File: src/rtl/seg_xlate_pkg.sv
package seg_xlate_pkg;

  typedef enum logic [1:0] {
    CAUSE_NONE    = 2'd0,
    CAUSE_ABSENT  = 2'd1,
    CAUSE_BOUND   = 2'd2,
    CAUSE_DENIED  = 2'd3
  } errCause_e;

  typedef struct packed {
    logic tblWr;   // privileged table update
    logic wrDeny;  // discarded user write
    logic xlate;   // lookup this cycle
  } ctrlStrb_t;

endpackage

File: src/rtl/seg_xlate_ctrl.sv
module seg_xlate_ctrl
  import seg_xlate_pkg::*;
(
  input  logic      clk,
  input  logic      rstN,
  input  logic      wrEn,
  input  logic      wrPriv,
  input  logic      reqValid,
  output ctrlStrb_t strb,
  output logic      rspValid,
  output logic      wrDenied
);

  always_comb begin
    strb.tblWr  = wrEn & wrPriv;
    strb.wrDeny = wrEn & ~wrPriv;
    strb.xlate  = reqValid;
  end

  always_ff @(posedge clk) begin
    if (!rstN) begin
      rspValid <= 1'b0;
      wrDenied <= 1'b0;
    end else begin
      rspValid <= strb.xlate;
      wrDenied <= strb.wrDeny;
    end
  end

endmodule

File: src/rtl/seg_xlate_dp.sv
module seg_xlate_dp
  import seg_xlate_pkg::*;
#(
  parameter int ADDR_W  = 16,
  parameter int SEG_W   = 2,
  parameter int NUM_ENT = 8,
  localparam int OFF_W  = ADDR_W - SEG_W,
  localparam int LIM_W  = OFF_W + 1,
  localparam int IDX_W  = (NUM_ENT > 1) ? $clog2(NUM_ENT) : 1
) (
  input  logic              clk,
  input  logic              rstN,
  input  ctrlStrb_t         strb,
  input  logic [IDX_W-1:0]  wrIdx,
  input  logic [ADDR_W-1:0] wrBase,
  input  logic [LIM_W-1:0]  wrLimit,
  input  logic              wrValid,
  input  logic [ADDR_W-1:0] reqAddr,
  output logic [ADDR_W-1:0] paddr,
  output logic              errFlag,
  output logic [1:0]        errCause
);

  logic [ADDR_W-1:0] entBase  [NUM_ENT];
  logic [LIM_W-1:0]  entLimit [NUM_ENT];
  logic [NUM_ENT-1:0] entValid;

  // descriptor storage, one register set per entry
  for (genvar i = 0; i < NUM_ENT; i++) begin : g_ent
    logic wrHit;
    assign wrHit = strb.tblWr && (wrIdx == IDX_W'(i));
    always_ff @(posedge clk) begin
      if (!rstN) begin
        entBase[i]  <= '0;
        entLimit[i] <= '0;
        entValid[i] <= 1'b0;
      end else if (wrHit) begin
        entBase[i]  <= wrBase;
        entLimit[i] <= wrLimit;
        entValid[i] <= wrValid;
      end
    end
  end

  // lookup path
  logic [SEG_W-1:0]  segNum;
  logic [OFF_W-1:0]  offset;
  logic [IDX_W-1:0]  selIdx;
  logic [ADDR_W-1:0] selBase;
  logic [LIM_W-1:0]  selLimit;
  logic              selValid;
  logic              inBound;
  logic [ADDR_W-1:0] sumAddr;
  errCause_e         lookCause;
  errCause_e         nextCause;
  logic [ADDR_W-1:0] nextPaddr;

  always_comb begin
    segNum   = reqAddr[ADDR_W-1 -: SEG_W];
    offset   = reqAddr[OFF_W-1:0];
    selIdx   = IDX_W'(segNum);
    selBase  = entBase[selIdx];
    selLimit = entLimit[selIdx];
    selValid = entValid[selIdx];
    inBound  = {1'b0, offset} < selLimit;
    sumAddr  = selBase + ADDR_W'(offset);
    if (!selValid)     lookCause = CAUSE_ABSENT;
    else if (!inBound) lookCause = CAUSE_BOUND;
    else               lookCause = CAUSE_NONE;
  end

  always_comb begin
    nextPaddr = '0;
    nextCause = CAUSE_NONE;
    if (strb.xlate) begin
      nextCause = lookCause;
      if (lookCause == CAUSE_NONE) nextPaddr = sumAddr;
    end else if (strb.wrDeny) begin
      nextCause = CAUSE_DENIED;
    end
  end

  always_ff @(posedge clk) begin
    if (!rstN) begin
      paddr    <= '0;
      errFlag  <= 1'b0;
      errCause <= 2'd0;
    end else begin
      paddr    <= nextPaddr;
      errFlag  <= (nextCause != CAUSE_NONE);
      errCause <= nextCause;
    end
  end

endmodule

File: src/rtl/seg_xlate.sv
module seg_xlate
  import seg_xlate_pkg::*;
#(
  parameter int ADDR_W  = 16,
  parameter int SEG_W   = 2,
  parameter int NUM_ENT = 8,
  localparam int OFF_W  = ADDR_W - SEG_W,
  localparam int LIM_W  = OFF_W + 1,
  localparam int IDX_W  = (NUM_ENT > 1) ? $clog2(NUM_ENT) : 1
) (
  input  logic              clk,
  input  logic              rstN,
  input  logic              wrEn,
  input  logic              wrPriv,
  input  logic [IDX_W-1:0]  wrIdx,
  input  logic [ADDR_W-1:0] wrBase,
  input  logic [LIM_W-1:0]  wrLimit,
  input  logic              wrValid,
  input  logic              reqValid,
  input  logic [ADDR_W-1:0] reqAddr,
  output logic              rspValid,
  output logic [ADDR_W-1:0] paddr,
  output logic              errFlag,
  output logic [1:0]        errCause,
  output logic              wrDenied
);

  ctrlStrb_t strb;

  seg_xlate_ctrl u_ctrl (
    .clk      (clk),
    .rstN     (rstN),
    .wrEn     (wrEn),
    .wrPriv   (wrPriv),
    .reqValid (reqValid),
    .strb     (strb),
    .rspValid (rspValid),
    .wrDenied (wrDenied)
  );

  seg_xlate_dp #(
    .ADDR_W  (ADDR_W),
    .SEG_W   (SEG_W),
    .NUM_ENT (NUM_ENT)
  ) u_dp (
    .clk      (clk),
    .rstN     (rstN),
    .strb     (strb),
    .wrIdx    (wrIdx),
    .wrBase   (wrBase),
    .wrLimit  (wrLimit),
    .wrValid  (wrValid),
    .reqAddr  (reqAddr),
    .paddr    (paddr),
    .errFlag  (errFlag),
    .errCause (errCause)
  );

endmodule

File: config.mk
export PLATFORM = sky130hd
export DESIGN_NAME = seg_xlate
export DESIGN_NICKNAME = d
export VERILOG_FILES = /design/src/rtl/seg_xlate_pkg.sv /design/src/rtl/seg_xlate_ctrl.sv /design/src/rtl/seg_xlate_dp.sv /design/src/rtl/seg_xlate.sv
export SDC_FILE = /design/constraint.sdc
export NUM_CORES = 1
export LEC_CHECK = 0
export BUFFER_PORTS_ARGS = -buffer_cell sky130_fd_sc_hd__buf_2
export CORE_ASPECT_RATIO = 1.25
export CORE_MARGIN = 2
export CORE_UTILIZATION = 52
export DETAILED_ROUTE_END_ITERATION = 16
export PLACE_DENSITY = 0.83
export REMOVE_ABC_BUFFERS = 1
export SLEW_MARGIN = 10
export SYNTH_ARGS = -nofsm -noshare
export SYNTH_HDL_FRONTEND = slang
export SYNTH_SLANG_ARGS = --single-unit
File: constraint.sdc
create_clock -name clk -period 4.8 [get_ports clk]
set_clock_uncertainty 0.05 [all_clocks]
set_input_delay 0.48 -clock clk [delete_from_list [all_inputs] [get_ports clk]]
set_output_delay 0.48 -clock clk [all_outputs]
set_load 0.02 [all_outputs]
# == Word-level counts from Yosys, hierarchy flattened ==
# Memory sizes are Yosys's and may differ from the RTL's.
# Cells that the tools add are included.
# op_classes
add_sub_neg,1
n_lt_le_gt_ge,2
n_eq_ne,7
muxes,47
bitwise_logic,19
n_reduce_logical,12
# op_table
op,count
2-to-1 mux 16 bit,8
2-to-1 mux 15 bit,8
2-to-1 mux 1 bit,26
adder 16 x 14 -> 16 bit,1
OR 1 bit,16
less-than comparator 14 x 15 -> 1 bit,1
"== test 3 bit, second input constant",4
logical AND 1 bit,8
2-to-1 mux 2 bit,4
"== test 3 x 2 -> 1 bit, second input constant",2
"less-than comparator 2 x 4 -> 1 bit, second input constant",1
"== test 3 x 1 -> 1 bit, second input constant",1
logical NOT 3 bit,1
AND reduction 3 bit,1
bitwise AND 1 bit,2
binary-select mux 1 bit (select 2 bit),1
logical NOT 2 bit,1
nonzero test 2 bit,1
inverter 1 bit,1
# totals
register_bits,25
mem_bits_rw,248
output_inout_bits,21
word_cells,99
mem_count,2
# memory_table
name,depth,word_bits,read_ports,rd_ports_with_merged_regs,wr,line_no,text
u_dp.entBase,8,16,1,0,8,seg_xlate_dp.sv:24,logic [ADDR_W-1:0] entBase [NUM_ENT];
u_dp.entLimit,8,15,1,0,8,seg_xlate_dp.sv:25,logic [LIM_W-1:0] entLimit [NUM_ENT];

# == Depth between registers and ports, before layout ==
# Gate-level depths: netlist of run 1.
# logic_depth
ltp_word,6
depth_mapped,13
mapped_depth_nobuf,10

# == By module ==
# From an unflattened synthesis of run 1, not the netlist that was laid out.
# hier_totals
cells_unflattened,527
hier_area_um2,7170.6
# by_module_without_submodules
mod,n_inst,cells_per_inst,area_per_inst_um2,seq_area_each_um2
seg_xlate_dp,1,520,7090.6,4184.0
seg_xlate_ctrl,1,7,80.1,40.0

# == Worst setup path before layout of run 1 ==
# No wires, ideal clock.
# synth_timing
kind,input -> register
from,input port wrIdx[2]
to,memory u_dp.entBase[0][0] (enable)
setup_ns,0.469
arrival_ns,3.095
required_ns,4.281
path_slack_ns,1.186
path_stages,2
path_cell_list,nand3b_1 o31ai_1
# synth_lines
item,line_no,text
start: declaration,seg_xlate.sv:15,"input logic [IDX_W-1:0] wrIdx,"
end: declaration,seg_xlate_dp.sv:24,

# == Worst setup path after layout of run 1 ==
# layout_timing
from,input port reqAddr[14]
to,register u_dp.paddr[14]
# layout_via
elab_chain_cells,6
# layout_rtl
item,line_no,text
start: declaration,seg_xlate.sv:20,"input logic [ADDR_W-1:0] reqAddr,"
memory read (8 x 15 bit),--,
less-than comparator 14 x 15 -> 1 bit,seg_xlate_dp.sv:65,"inBound = {1'b0, offset} < selLimit;"
2-to-1 mux 2 bit,seg_xlate_dp.sv:68,else if (!inBound) lookCause = CAUSE_BOUND;
2-to-1 mux 2 bit,seg_xlate_dp.sv:67,if (!selValid) lookCause = CAUSE_ABSENT;
logical NOT 2 bit,seg_xlate_dp.sv:77,if (lookCause == CAUSE_NONE) nextPaddr = sumAddr;
AND reduction 3 bit (no source line),--,
end signal: assignment,seg_xlate_dp.sv:89,paddr <= nextPaddr;
end: declaration,seg_xlate_dp.sv:19,"output logic [ADDR_W-1:0] paddr,"
# Parallel ways exist; a longest one is shown, timed or not. The select of a mux whose other input is x is not followed.
# A chain may end at the register's enable or synchronous reset.

==> flow_results.xml, run 1 <==
<?xml version="1.0" encoding="UTF-8"?>
<metrics>
  <group name="run_status">
    <metric name="run_status" unit="">complete, no violations</metric>
  </group>
  <group name="floorplan">
    <metric name="pin_count" unit="">77</metric>
    <metric name="fp.dieH" unit="um">135</metric>
    <metric name="design.die.area" unit="um^2">14600</metric>
    <metric name="start_util" unit="%">53.5</metric>
    <metric name="design.core.area" unit="um^2">13300</metric>
    <metric name="floorplan.rows" unit="">47</metric>
    <metric name="die_w" unit="um">109</metric>
  </group>
  <group name="global_route">
    <metric name="grt.overflow.total" unit="">0</metric>
    <metric name="grt_max_degree" unit="">33</metric>
    <metric name="antenna_found_initial" unit="">0</metric>
    <metric name="via_count_of_the_first_global_routing_pass" unit="">4738</metric>
    <metric name="global_route_usage_over_all_layers" unit="%">21.8</metric>
    <metric name="grt_first_pass_wirelength" unit="mm">23.5</metric>
  </group>
  <group name="yosys">
    <metric name="synth_top_area_share" unit="%">52.4</metric>
    <metric name="yosys-top-cells-area" unit="">sky130_fd_sc_hd__edfxtp_1, sky130_fd_sc_hd__and2_1, sky130_fd_sc_hd__mux4_2, sky130_fd_sc_hd__dfxtp_1, sky130_fd_sc_hd__ha_1</metric>
    <metric name="synth-seq-cells" unit="">149</metric>
    <metric name="synth_enable_flop_cells" unit="">124</metric>
    <metric name="synth_most_common_cell" unit="">sky130_fd_sc_hd__and2_1</metric>
    <metric name="syn_inst" unit="">519</metric>
    <metric name="netlist.top_cell.by_area" unit="">sky130_fd_sc_hd__edfxtp_1</metric>
    <metric name="seq_area_frac_synth" unit="%">59.4</metric>
    <metric name="synth.avg_cell_area" unit="um^2">13.7</metric>
    <metric name="ys_async_sr_fraction" unit="%">0</metric>
    <metric name="yosysUniqueCellTypes" unit="">43</metric>
    <metric name="mappedNetlistArea" unit="um^2">7110</metric>
    <metric name="postSynth.topFlopCell" unit="">sky130_fd_sc_hd__edfxtp_1</metric>
    <metric name="synth_warnings" unit="">0</metric>
    <metric name="synthTopCellsByCount" unit="">sky130_fd_sc_hd__and2_1, sky130_fd_sc_hd__edfxtp_1, sky130_fd_sc_hd__mux4_2</metric>
  </group>
  <group name="sta">
    <metric name="tightestPinTransition" unit="ns">0.841</metric>
    <metric name="maxSlewHeadroom" unit="%">43.9</metric>
    <metric name="timing.final.ws_setup" unit="ns">1.55</metric>
    <metric name="timing.final.hold_violations" unit="">0</metric>
    <metric name="totalNegativeSetupSlack" unit="ns">0</metric>
    <metric name="post-route-period-util" unit="%">67.6</metric>
    <metric name="rsz0062_at_grt" unit="">false</metric>
    <metric name="period_needed" unit="ns">3.25</metric>
    <metric name="fmax" unit="MHz">308</metric>
    <metric name="slew_violations" unit="">0</metric>
    <metric name="finalSetupViolCount" unit="">0</metric>
  </group>
  <group name="cts">
    <metric name="clk-insertion-delay-late" unit="ns">0.41</metric>
    <metric name="numClockSinks" unit="">149</metric>
    <metric name="cts_setup_buffers" unit="">0</metric>
    <metric name="cts-htree-levels" unit="">4</metric>
    <metric name="cts_made_buffers" unit="">17</metric>
    <metric name="cts_hold_buffers" unit="">0</metric>
    <metric name="clk_root_buffer_cell" unit="">sky130_fd_sc_hd__clkbuf_16</metric>
    <metric name="cts_tree" unit="">done</metric>
    <metric name="cts_resized" unit="">0</metric>
    <metric name="path_clk_slew" unit="ns">0.06</metric>
    <metric name="clockBufferDepth" unit="">2</metric>
  </group>
  <group name="route">
    <metric name="routed_wire_length_per_instance" unit="um">18.8</metric>
    <metric name="routed_wl" unit="mm">14.8</metric>
    <metric name="drt_iter0_markers" unit="">334</metric>
    <metric name="ant_nets" unit="">0</metric>
    <metric name="detailroute.via_count" unit="">4411</metric>
    <metric name="drt-pass1-iter-count" unit="">5</metric>
    <metric name="drc" unit="">0</metric>
    <metric name="drt-vias-per-instance" unit="">5.61</metric>
  </group>
  <group name="min_path">
    <metric name="worst_hold_path.endpoint" unit="">u_dp.entValid[1]</metric>
    <metric name="hold-path-cell-count" unit="">3</metric>
    <metric name="min_path_type" unit="">in -&gt; reg</metric>
    <metric name="worst_hold_startpoint" unit="">wrValid</metric>
  </group>
  <group name="pwr">
    <metric name="power.static_leakage" unit="nW">3.25</metric>
    <metric name="power_per_cell_area" unit="nW/um^2">359</metric>
    <metric name="max_ir_drop_vdd" unit="mV">0.218</metric>
  </group>
  <group name="critical_path">
    <metric name="timing.critical_path.to_type" unit="">flop</metric>
    <metric name="cp.arrival" unit="ns">3.54</metric>
    <metric name="crit_required" unit="ns">5.09</metric>
    <metric name="worst-r2r-cell-count" unit="">9</metric>
    <metric name="r2r-start" unit="">u_dp.entLimit[3][8]</metric>
    <metric name="worst-r2r-setup-slack" unit="ns">1.97</metric>
    <metric name="critPathLaunchType" unit="">primary input</metric>
    <metric name="startpoint_to_endpoint_class_of_the_critical_path" unit="">in -&gt; reg</metric>
    <metric name="cp_max_fo" unit="">19</metric>
    <metric name="regToRegEndpoint" unit="">u_dp.paddr[10]</metric>
  </group>
  <group name="layout">
    <metric name="finalNetCount" unit="">687</metric>
    <metric name="n_fill_cell" unit="">996</metric>
    <metric name="seq_area" unit="um^2">4220</metric>
    <metric name="multiInputGateArea" unit="um^2">2720</metric>
    <metric name="layout-drive-gt1-share" unit="%">24.9</metric>
    <metric name="area_growth_syn_to_layout" unit="%">15.7</metric>
    <metric name="antenna-diode-count" unit="">0</metric>
  </group>
  <group name="place">
    <metric name="number_of_port_buffers" unit="">76</metric>
    <metric name="detailed_place_hpwl" unit="mm">9.67</metric>
    <metric name="placement.setup.worst_slack" unit="ns">1.12</metric>
    <metric name="finalWeightedCongestion" unit="">0.879</metric>
  </group>
  <group name="flow_run">
    <metric name="number_of_maximum_capacitance_violations" unit="">0</metric>
  </group>
</metrics>
state kept, by name, indices dropped and copies added (netlist names):
register,cells
u_dp.entValid,4
u_dp.entLimit,60
u_ctrl.rspValid,1
u_ctrl.wrDenied,1
u_dp.entBase,64
u_dp.errFlag,1
u_dp.paddr,16
u_dp.errCause,2
cell usage in the layout (no fill, tap or decap), drive strengths merged, types with 5 or more instances in the layout:
cell type    n
dfxtp       25
and2       126
nand2b       6
xor2         5
ha          27
nand2       18
nor3        11
clkbuf      23
a21oi       16
edfxtp     124
mux4        32
buf         85
nor2        22
inv         28
clkinv       8
o21ai       14
a21o         7
layout make-up:
type | count | area share (%)
Clock buffer | 23 | 5.44
Clock inverter | 8 | 0.441
Inverter | 28 | 1.28
Multi-Input combinational cell | 322 | 33.1
Sequential cell | 149 | 51.3
Tap cell | 171 | 2.60
Timing Repair Buffer | 85 | 5.84
stage by stage:
stage	hold WS [ns]	total power, W	util, %	instances	area [um^2]
final	0.266	0.00296	61.9	786	8230
after global routing	0.266	0.00306	61.9	786	8230
after CTS	0.250	0.00296	61.7	785	8200
after detailed placement	0.428	0.00187	58.1	754	7720
after global placement	0.402	0.00184	58.1	754	7720
after floorplan	0.392	0.00174	-	499	7020
critical path, stage by stage:
cell	delay [ns]
sky130_fd_sc_hd__buf_2	0.53
sky130_fd_sc_hd__buf_12	0.26
sky130_fd_sc_hd__mux4_2	0.51
sky130_fd_sc_hd__ha_1	0.21
sky130_fd_sc_hd__inv_1	0.08
sky130_fd_sc_hd__fa_1	0.20
sky130_fd_sc_hd__nand2b_1	0.14
sky130_fd_sc_hd__a21oi_1	0.12
sky130_fd_sc_hd__o211a_1	0.28
sky130_fd_sc_hd__o311a_1	0.34
sky130_fd_sc_hd__nand3b_1	0.21
sky130_fd_sc_hd__a31oi_4	0.16
power by group:
part	leakage [nW]	switching, W	internal [W]
logic	1.62	0.000203	0.000155
clock network	0.241	0.000466	0.000646
registers	1.39	0.0000187	0.00147
total	3.25	0.000688	0.00227
metal layers:
layer,track usage [%],vias to the layer above,wire (um)
met5,0,-,0
met4,9.54,0,366
met3,5.36,28,977
met2,37.3,150,7790
met1,25.9,2189,5640
li1,-,2044,-
kinds of logic (layout without fill, tap and decap cells):
kind of cell | Yosys count | count (layout) | share of synthesized area, %
AO/OA/AOI/OAI | 58 | 58 | 5.81
XOR/XNOR | 6 | 6 | 0.739
adder cells (fa/ha/maj) | 28 | 28 | 5.03
buffers and inverters | 48 | 144 | 2.83
flip-flops | 149 | 149 | 59.4
multiplexers | 32 | 32 | 10.1
AND/OR/NAND/NOR | 198 | 198 | 16.1
how the worst max path moves through the flow:
stage,cells past startpoint,end,startpoint
final,12,u_dp.paddr[14],reqAddr[14]
after global routing,12,u_dp.paddr[14],reqAddr[14]
after CTS,12,u_dp.paddr[14],reqAddr[14]
after detailed placement,12,u_dp.paddr[14],reqAddr[14]
after global placement,12,u_dp.paddr[14],reqAddr[14]
after floorplan,2,u_dp.entBase[0][0],wrIdx[2]
Power figures use the tool's default switching activity.
==> run 2, diff against run 1 <==
==> constraint.sdc (replaced) <==
create_clock -name clk -period 3.4 [get_ports clk]
set_clock_uncertainty 0.05 [all_clocks]
set_input_delay 0.34 -clock clk [delete_from_list [all_inputs] [get_ports clk]]
set_output_delay 0.34 -clock clk [all_outputs]
set_load 0.02 [all_outputs]
==> flow_results.xml, run 2 (same netlist as run 1, synthesis figures left out) <==
<?xml version="1.0" encoding="UTF-8"?>
<metrics>
  <group name="run_status">
    <metric name="run_status" unit="">complete, no violations</metric>
  </group>
  <group name="floorplan">
    <metric name="start_util" unit="%">53.5</metric>
    <metric name="fp.dieH" unit="um">135</metric>
    <metric name="pin_count" unit="">77</metric>
    <metric name="floorplan.rows" unit="">47</metric>
    <metric name="design.core.area" unit="um^2">13300</metric>
    <metric name="die_w" unit="um">109</metric>
    <metric name="design.die.area" unit="um^2">14600</metric>
  </group>
  <group name="global_route">
    <metric name="grtUsageMet2" unit="%">39.0</metric>
    <metric name="global_route_usage_over_all_layers" unit="%">22.0</metric>
    <metric name="via_count_of_the_first_global_routing_pass" unit="">4677</metric>
    <metric name="use_met3" unit="%">5.21</metric>
    <metric name="globalRoute.busiestLayer" unit="">met2</metric>
    <metric name="grt.met1_usage" unit="%">25.5</metric>
    <metric name="antenna_found_initial" unit="">0</metric>
    <metric name="grt.overflow.total" unit="">0</metric>
    <metric name="grt_max_degree" unit="">33</metric>
    <metric name="grt_first_pass_wirelength" unit="mm">23.6</metric>
  </group>
  <group name="cts">
    <metric name="clk_root_buffer_cell" unit="">sky130_fd_sc_hd__clkbuf_16</metric>
    <metric name="cts_made_buffers" unit="">17</metric>
    <metric name="path_clk_slew" unit="ns">0.06</metric>
    <metric name="cts-htree-levels" unit="">4</metric>
    <metric name="clk-insertion-delay-late" unit="ns">0.43</metric>
    <metric name="cts_setup_buffers" unit="">0</metric>
    <metric name="cts_resized" unit="">0</metric>
    <metric name="cts_tree" unit="">done</metric>
    <metric name="cts_hold_buffers" unit="">0</metric>
    <metric name="numClockSinks" unit="">149</metric>
    <metric name="clockBufferDepth" unit="">2</metric>
  </group>
  <group name="sta">
    <metric name="fmax" unit="MHz">349</metric>
    <metric name="period_needed" unit="ns">2.86</metric>
    <metric name="timing.final.ws_setup" unit="ns">0.536</metric>
    <metric name="slew_violations" unit="">0</metric>
    <metric name="timing.final.hold_violations" unit="">0</metric>
    <metric name="tightestPinTransition" unit="ns">0.513</metric>
    <metric name="finalSetupViolCount" unit="">0</metric>
    <metric name="fin_hold_ws" unit="ns">0.108</metric>
    <metric name="totalNegativeSetupSlack" unit="ns">0</metric>
    <metric name="maxSlewHeadroom" unit="%">65.8</metric>
    <metric name="rsz0062_at_grt" unit="">false</metric>
    <metric name="post-route-period-util" unit="%">84.2</metric>
  </group>
  <group name="layout">
    <metric name="leading_cell_type_in_the_layout_fill_and_taps_excluded" unit="">sky130_fd_sc_hd__and2_1</metric>
    <metric name="mostFrequentLayoutCells" unit="">sky130_fd_sc_hd__and2_1, sky130_fd_sc_hd__edfxtp_1, sky130_fd_sc_hd__buf_2</metric>
    <metric name="finalNetCount" unit="">692</metric>
    <metric name="area_growth_syn_to_layout" unit="%">17.2</metric>
    <metric name="layout-drive-gt1-share" unit="%">26.4</metric>
    <metric name="regMostFlops" unit="">u_dp.entBase</metric>
    <metric name="antenna-diode-count" unit="">0</metric>
    <metric name="number_of_flip_flops_in_the_largest_register" unit="">64</metric>
    <metric name="finalCoreUtilization" unit="%">62.7</metric>
    <metric name="regs_by_ff_count" unit="">u_dp.entBase x64, u_dp.entLimit x60, u_dp.paddr x16</metric>
    <metric name="n_fill_cell" unit="">956</metric>
  </group>
  <group name="pwr">
    <metric name="max_ir_drop_vdd" unit="mV">0.319</metric>
    <metric name="power_per_cell_area" unit="nW/um^2">528</metric>
    <metric name="power.static_leakage" unit="nW">3.29</metric>
  </group>
  <group name="route">
    <metric name="detailroute.via_count" unit="">4495</metric>
    <metric name="routed_wire_length_per_instance" unit="um">19.1</metric>
    <metric name="ant_nets" unit="">0</metric>
    <metric name="routed_wl" unit="mm">15.1</metric>
    <metric name="drt-vias-per-instance" unit="">5.68</metric>
    <metric name="drt-pass1-iter-count" unit="">5</metric>
    <metric name="drt_iter0_markers" unit="">274</metric>
    <metric name="drc" unit="">0</metric>
  </group>
  <group name="flow_run">
    <metric name="number_of_maximum_capacitance_violations" unit="">0</metric>
  </group>
  <group name="critical_path">
    <metric name="timing.critical_path.to_type" unit="">flop</metric>
    <metric name="startpoint_to_endpoint_class_of_the_critical_path" unit="">reg -&gt; reg</metric>
    <metric name="critPathLaunchType" unit="">flop</metric>
    <metric name="worst-r2r-setup-slack" unit="ns">0.54</metric>
    <metric name="crit_required" unit="ns">3.68</metric>
    <metric name="cp_max_fo" unit="">16</metric>
    <metric name="cp.arrival" unit="ns">3.14</metric>
  </group>
  <group name="place">
    <metric name="detailed_place_hpwl" unit="mm">9.72</metric>
    <metric name="placement.setup.worst_slack" unit="ns">0.186</metric>
    <metric name="finalWeightedCongestion" unit="">0.902</metric>
    <metric name="number_of_port_buffers" unit="">76</metric>
  </group>
  <group name="min_path">
    <metric name="min_path_type" unit="">in -&gt; reg</metric>
  </group>
</metrics>
[run 2: cell types whose count changed in the layout (fill, tap and decap cells not counted), moves of 2 or more]
cell / previous run / this run
sky130_fd_sc_hd__buf_4: 7 / 12
sky130_fd_sc_hd__clkbuf_1: 6 / 1
sky130_fd_sc_hd__clkinvlp_4: 0 / 5
sky130_fd_sc_hd__clkinv_2: 5 / 2
sky130_fd_sc_hd__bufinv_16: 0 / 2
[run 2: layout make-up]
type | instances | area (um^2) | area share, %
Sequential cell | 149 | 4220 | 50.7
Timing Repair Buffer | 90 | 510 | 6.12
Multi-Input combinational cell | 322 | 2720 | 32.6
Clock inverter | 14 | 136 | 1.64
Inverter | 28 | 105 | 1.26
Clock buffer | 18 | 429 | 5.15
Tap cell | 171 | 214 | 2.57
[run 2: stage by stage]
stage | area [um^2] | std cells | power, W
finish | 8340 | 792 | 0.00440
global route | 8340 | 792 | 0.00454
CTS | 8340 | 792 | 0.00441
detailed placement | 7770 | 760 | 0.00263
global placement | 7770 | 760 | 0.00261
floorplan | 7020 | 499 | 0.00246
[run 2: worst paths after layout]
| check | start | endpoint | depth (start not counted) |
|---|---|---|---|
| setup / recovery | u_dp.entLimit[3][8] | u_dp.paddr[10] | 9 |
| setup reg to reg | u_dp.entLimit[3][8] | u_dp.paddr[10] | 9 |
| hold / removal | wrValid | u_dp.entValid[1] | 3 |
| hold reg to reg | u_dp.entValid[1] | u_dp.entValid[1] | 2 |
[run 2: critical path, stage by stage, from the launching register on]
cell and delay [ns]:
sky130_fd_sc_hd__edfxtp_1 0.38, sky130_fd_sc_hd__mux4_2 0.48, sky130_fd_sc_hd__inv_1 0.07, sky130_fd_sc_hd__ha_1 0.23, sky130_fd_sc_hd__a21o_1 0.16, sky130_fd_sc_hd__a221o_1 0.35, sky130_fd_sc_hd__a221oi_2 0.24, sky130_fd_sc_hd__nor2_1 0.10
sky130_fd_sc_hd__a211o_4 0.43, sky130_fd_sc_hd__nor3_1 0.27
[run 2: where the power goes]
part / switching, W / internal, W / leakage (nW)
Combinational: 0.000286 / 0.000222 / 1.64
Sequential: 0.0000262 / 0.00207 / 1.39
Clock: 0.000729 / 0.00107 / 0.261
Total: 0.00104 / 0.00336 / 3.29
[run 2: routing by layer]
layer	part of all wire, %	wire length (um)
met2	53	7940
met1	38	5710
met4	2.7	406
met5	0	0
met3	6.9	1050
==> run 3, diff against run 2 <==
==> constraint.sdc (replaced) <==
create_clock -name clk -period 2.7 [get_ports clk]
set_clock_uncertainty 0.05 [all_clocks]
set_input_delay 0.27 -clock clk [delete_from_list [all_inputs] [get_ports clk]]
set_output_delay 0.27 -clock clk [all_outputs]
set_load 0.02 [all_outputs]
==> flow_results.xml, run 3 (same netlist as run 1, synthesis figures left out) <==
<?xml version="1.0" encoding="UTF-8"?>
<metrics>
  <group name="place">
    <metric name="number_of_port_buffers" unit="">76</metric>
    <metric name="placement.setup.worst_slack" unit="ns">-0.303</metric>
    <metric name="post_place_instance_area" unit="um^2">7960</metric>
    <metric name="detailed_place_hpwl" unit="mm">9.99</metric>
    <metric name="finalWeightedCongestion" unit="">0.892</metric>
  </group>
  <group name="critical_path">
    <metric name="timing.critical_path.to_type" unit="">flop</metric>
    <metric name="crit_path_cell_trace" unit="">mux4_2, inv_1, ha_4, and3_4, a221o_1, a221oi_2, nor2_2, a211o_4, nor3_2</metric>
    <metric name="cpMaxStageDelayCell" unit="">sky130_fd_sc_hd__mux4_2</metric>
    <metric name="worst_path_largest_cell_delay" unit="ns">0.50</metric>
    <metric name="cp.arrival" unit="ns">3.04</metric>
    <metric name="worst-r2r-setup-slack" unit="ns">-0.05</metric>
    <metric name="startpoint_to_endpoint_class_of_the_critical_path" unit="">reg -&gt; reg</metric>
    <metric name="critPathLaunchType" unit="">flop</metric>
    <metric name="cp_max_fo" unit="">8</metric>
    <metric name="critical_path.top_delay_family" unit="">compound AO/OA/AOI/OAI gates</metric>
    <metric name="path_buf_inv" unit="">1</metric>
    <metric name="crit_required" unit="ns">2.99</metric>
  </group>
  <group name="global_route">
    <metric name="antenna_found_initial" unit="">0</metric>
    <metric name="grt.overflow.total" unit="">0</metric>
    <metric name="global_route_usage_over_all_layers" unit="%">23.3</metric>
    <metric name="grt_max_degree" unit="">33</metric>
    <metric name="via_count_of_the_first_global_routing_pass" unit="">5025</metric>
    <metric name="grt_first_pass_wirelength" unit="mm">25.1</metric>
  </group>
  <group name="sta">
    <metric name="timing.final.hold_violations" unit="">0</metric>
    <metric name="finalSetupViolCount" unit="">7</metric>
    <metric name="post-route-period-util" unit="%">102</metric>
    <metric name="rsz0062_at_grt" unit="">true</metric>
    <metric name="period_needed" unit="ns">2.75</metric>
    <metric name="timing.final.ws_setup" unit="ns">-0.0537</metric>
    <metric name="tightestPinTransition" unit="ns">0.550</metric>
    <metric name="maxSlewHeadroom" unit="%">63.2</metric>
    <metric name="slew_violations" unit="">0</metric>
    <metric name="fmax" unit="MHz">363</metric>
  </group>
  <group name="layout">
    <metric name="layout-drive-gt1-share" unit="%">33.1</metric>
    <metric name="regs_by_ff_count" unit="">u_dp.entBase x64, u_dp.entLimit x60, u_dp.paddr x16</metric>
    <metric name="postLayoutCellArea" unit="um^2">8740</metric>
    <metric name="finalCoreUtilization" unit="%">65.8</metric>
    <metric name="regMostFlops" unit="">u_dp.entBase</metric>
    <metric name="area_growth_syn_to_layout" unit="%">22.9</metric>
    <metric name="mostFrequentLayoutCells" unit="">sky130_fd_sc_hd__and2_1, sky130_fd_sc_hd__edfxtp_1, sky130_fd_sc_hd__buf_2</metric>
    <metric name="n_fill_cell" unit="">935</metric>
    <metric name="number_of_flip_flops_in_the_largest_register" unit="">64</metric>
    <metric name="finalNetCount" unit="">720</metric>
    <metric name="leading_cell_type_in_the_layout_fill_and_taps_excluded" unit="">sky130_fd_sc_hd__and2_1</metric>
    <metric name="antenna-diode-count" unit="">0</metric>
    <metric name="seq_area" unit="um^2">4220</metric>
    <metric name="multiInputGateArea" unit="um^2">2850</metric>
  </group>
  <group name="floorplan">
    <metric name="fp.dieH" unit="um">135</metric>
    <metric name="pin_count" unit="">77</metric>
    <metric name="design.core.area" unit="um^2">13300</metric>
    <metric name="floorplan.rows" unit="">47</metric>
    <metric name="start_util" unit="%">53.5</metric>
    <metric name="design.die.area" unit="um^2">14600</metric>
    <metric name="die_w" unit="um">109</metric>
  </group>
  <group name="pwr">
    <metric name="power.static_leakage" unit="nW">3.49</metric>
    <metric name="power_per_cell_area" unit="nW/um^2">669</metric>
    <metric name="max_ir_drop_vdd" unit="mV">0.388</metric>
  </group>
  <group name="route">
    <metric name="drt-pass1-iter-count" unit="">5</metric>
    <metric name="detailroute.via_count" unit="">4670</metric>
    <metric name="routed_wire_length_per_instance" unit="um">20.0</metric>
    <metric name="drt_iter0_markers" unit="">298</metric>
    <metric name="drc" unit="">0</metric>
    <metric name="routed_wl" unit="mm">16.4</metric>
    <metric name="drt-vias-per-instance" unit="">5.70</metric>
    <metric name="ant_nets" unit="">0</metric>
  </group>
  <group name="run_status">
    <metric name="failed_checks" unit="">setup timing</metric>
    <metric name="run_status" unit="">complete, but fails checks</metric>
  </group>
  <group name="cts">
    <metric name="cts_hold_buffers" unit="">0</metric>
    <metric name="cts_tree" unit="">done</metric>
    <metric name="clk-insertion-delay-late" unit="ns">0.41</metric>
    <metric name="clockBufferDepth" unit="">2</metric>
    <metric name="path_clk_slew" unit="ns">0.06</metric>
    <metric name="cts_made_buffers" unit="">17</metric>
    <metric name="numClockSinks" unit="">149</metric>
    <metric name="clk_root_buffer_cell" unit="">sky130_fd_sc_hd__clkbuf_16</metric>
    <metric name="cts-htree-levels" unit="">4</metric>
  </group>
  <group name="min_path">
    <metric name="min_path_type" unit="">in -&gt; reg</metric>
  </group>
  <group name="flow_run">
    <metric name="number_of_maximum_capacitance_violations" unit="">0</metric>
  </group>
</metrics>
==> run 3: cell types whose count changed in the layout (fill, tap and decap cells not counted), moves of 5 or more <==
cell	delta
sky130_fd_sc_hd__buf_4	+26
sky130_fd_sc_hd__clkbuf_8	+5
sky130_fd_sc_hd__clkinvlp_4	-5
sky130_fd_sc_hd__ha_1	-5
sky130_fd_sc_hd__ha_4	+5
sky130_fd_sc_hd__nor3_1	-5
sky130_fd_sc_hd__nor3_2	+5
==> run 3: per-layer routing <==
layer,GRT usage [%],share of wire [%],vias up
li1,-,-,2118
met1,27.7,39,2304
met2,40.5,52,212
met3,5.69,6.8,36
met4,9.19,2.5,0
met5,0,0,-
==> run 3: final timing paths <==
| kind | startpoint | endpoint | cells past startpoint |
|---|---|---|---|
| max | u_dp.entLimit[3][10] | u_dp.paddr[7] | 9 |
| min | wrValid | u_dp.entValid[1] | 3 |
| max reg2reg | u_dp.entLimit[3][10] | u_dp.paddr[7] | 9 |
| min reg2reg | u_dp.entValid[1] | u_dp.entValid[1] | 2 |
==> run 3: area by class of cell <==
cell class	instances	share of cell area, %
Inverter	28	1.20
Clock buffer	27	6.60
Timing Repair Buffer	117	8.20
Tap cell	171	2.45
Clock inverter	5	0.616
Multi-Input combinational cell	323	32.6
Sequential cell	149	48.3
==> run 3: worst reg2reg max path, stage by stage (launching register included) <==
cell and delay (ns):
sky130_fd_sc_hd__edfxtp_1 0.41, sky130_fd_sc_hd__mux4_2 0.50, sky130_fd_sc_hd__inv_1 0.11, sky130_fd_sc_hd__ha_4 0.20
sky130_fd_sc_hd__and3_4 0.14, sky130_fd_sc_hd__a221o_1 0.32, sky130_fd_sc_hd__a221oi_2 0.26, sky130_fd_sc_hd__nor2_2 0.12
sky130_fd_sc_hd__a211o_4 0.37, sky130_fd_sc_hd__nor3_2 0.20
==> run 3: report_power, final <==
part / switching, W / internal, W / total (W) / leakage (nW)
clock network: 0.000885 / 0.00156 / 0.00244 / 0.315
logic: 0.000403 / 0.000351 / 0.000754 / 1.78
registers: 0.0000374 / 0.00261 / 0.00265 / 1.39
==> run 3: metrics by stage <==
stage	hold slack [ns]	TNS (ns)	std cells	total power [W]
2_1_floorplan	0.314	-77.77	499	0.00309
3_3_place_gp	0.402	-2.23	785	0.00334
3_5_place_dp	0.413	-3.23	785	0.00337
4_1_cts	0.0653	-0.00294	818	0.00582
5_1_grt	0.108	-1.46	820	0.00603
6_report	0.0815	-0.205	820	0.00584
==> run 3: repair_timing <==
item	CTS	global route
pin swaps	2	4
buffers inserted	0	2
cloned	1	0
gates resized for setup	8	15
setup endpoints to repair	8	16
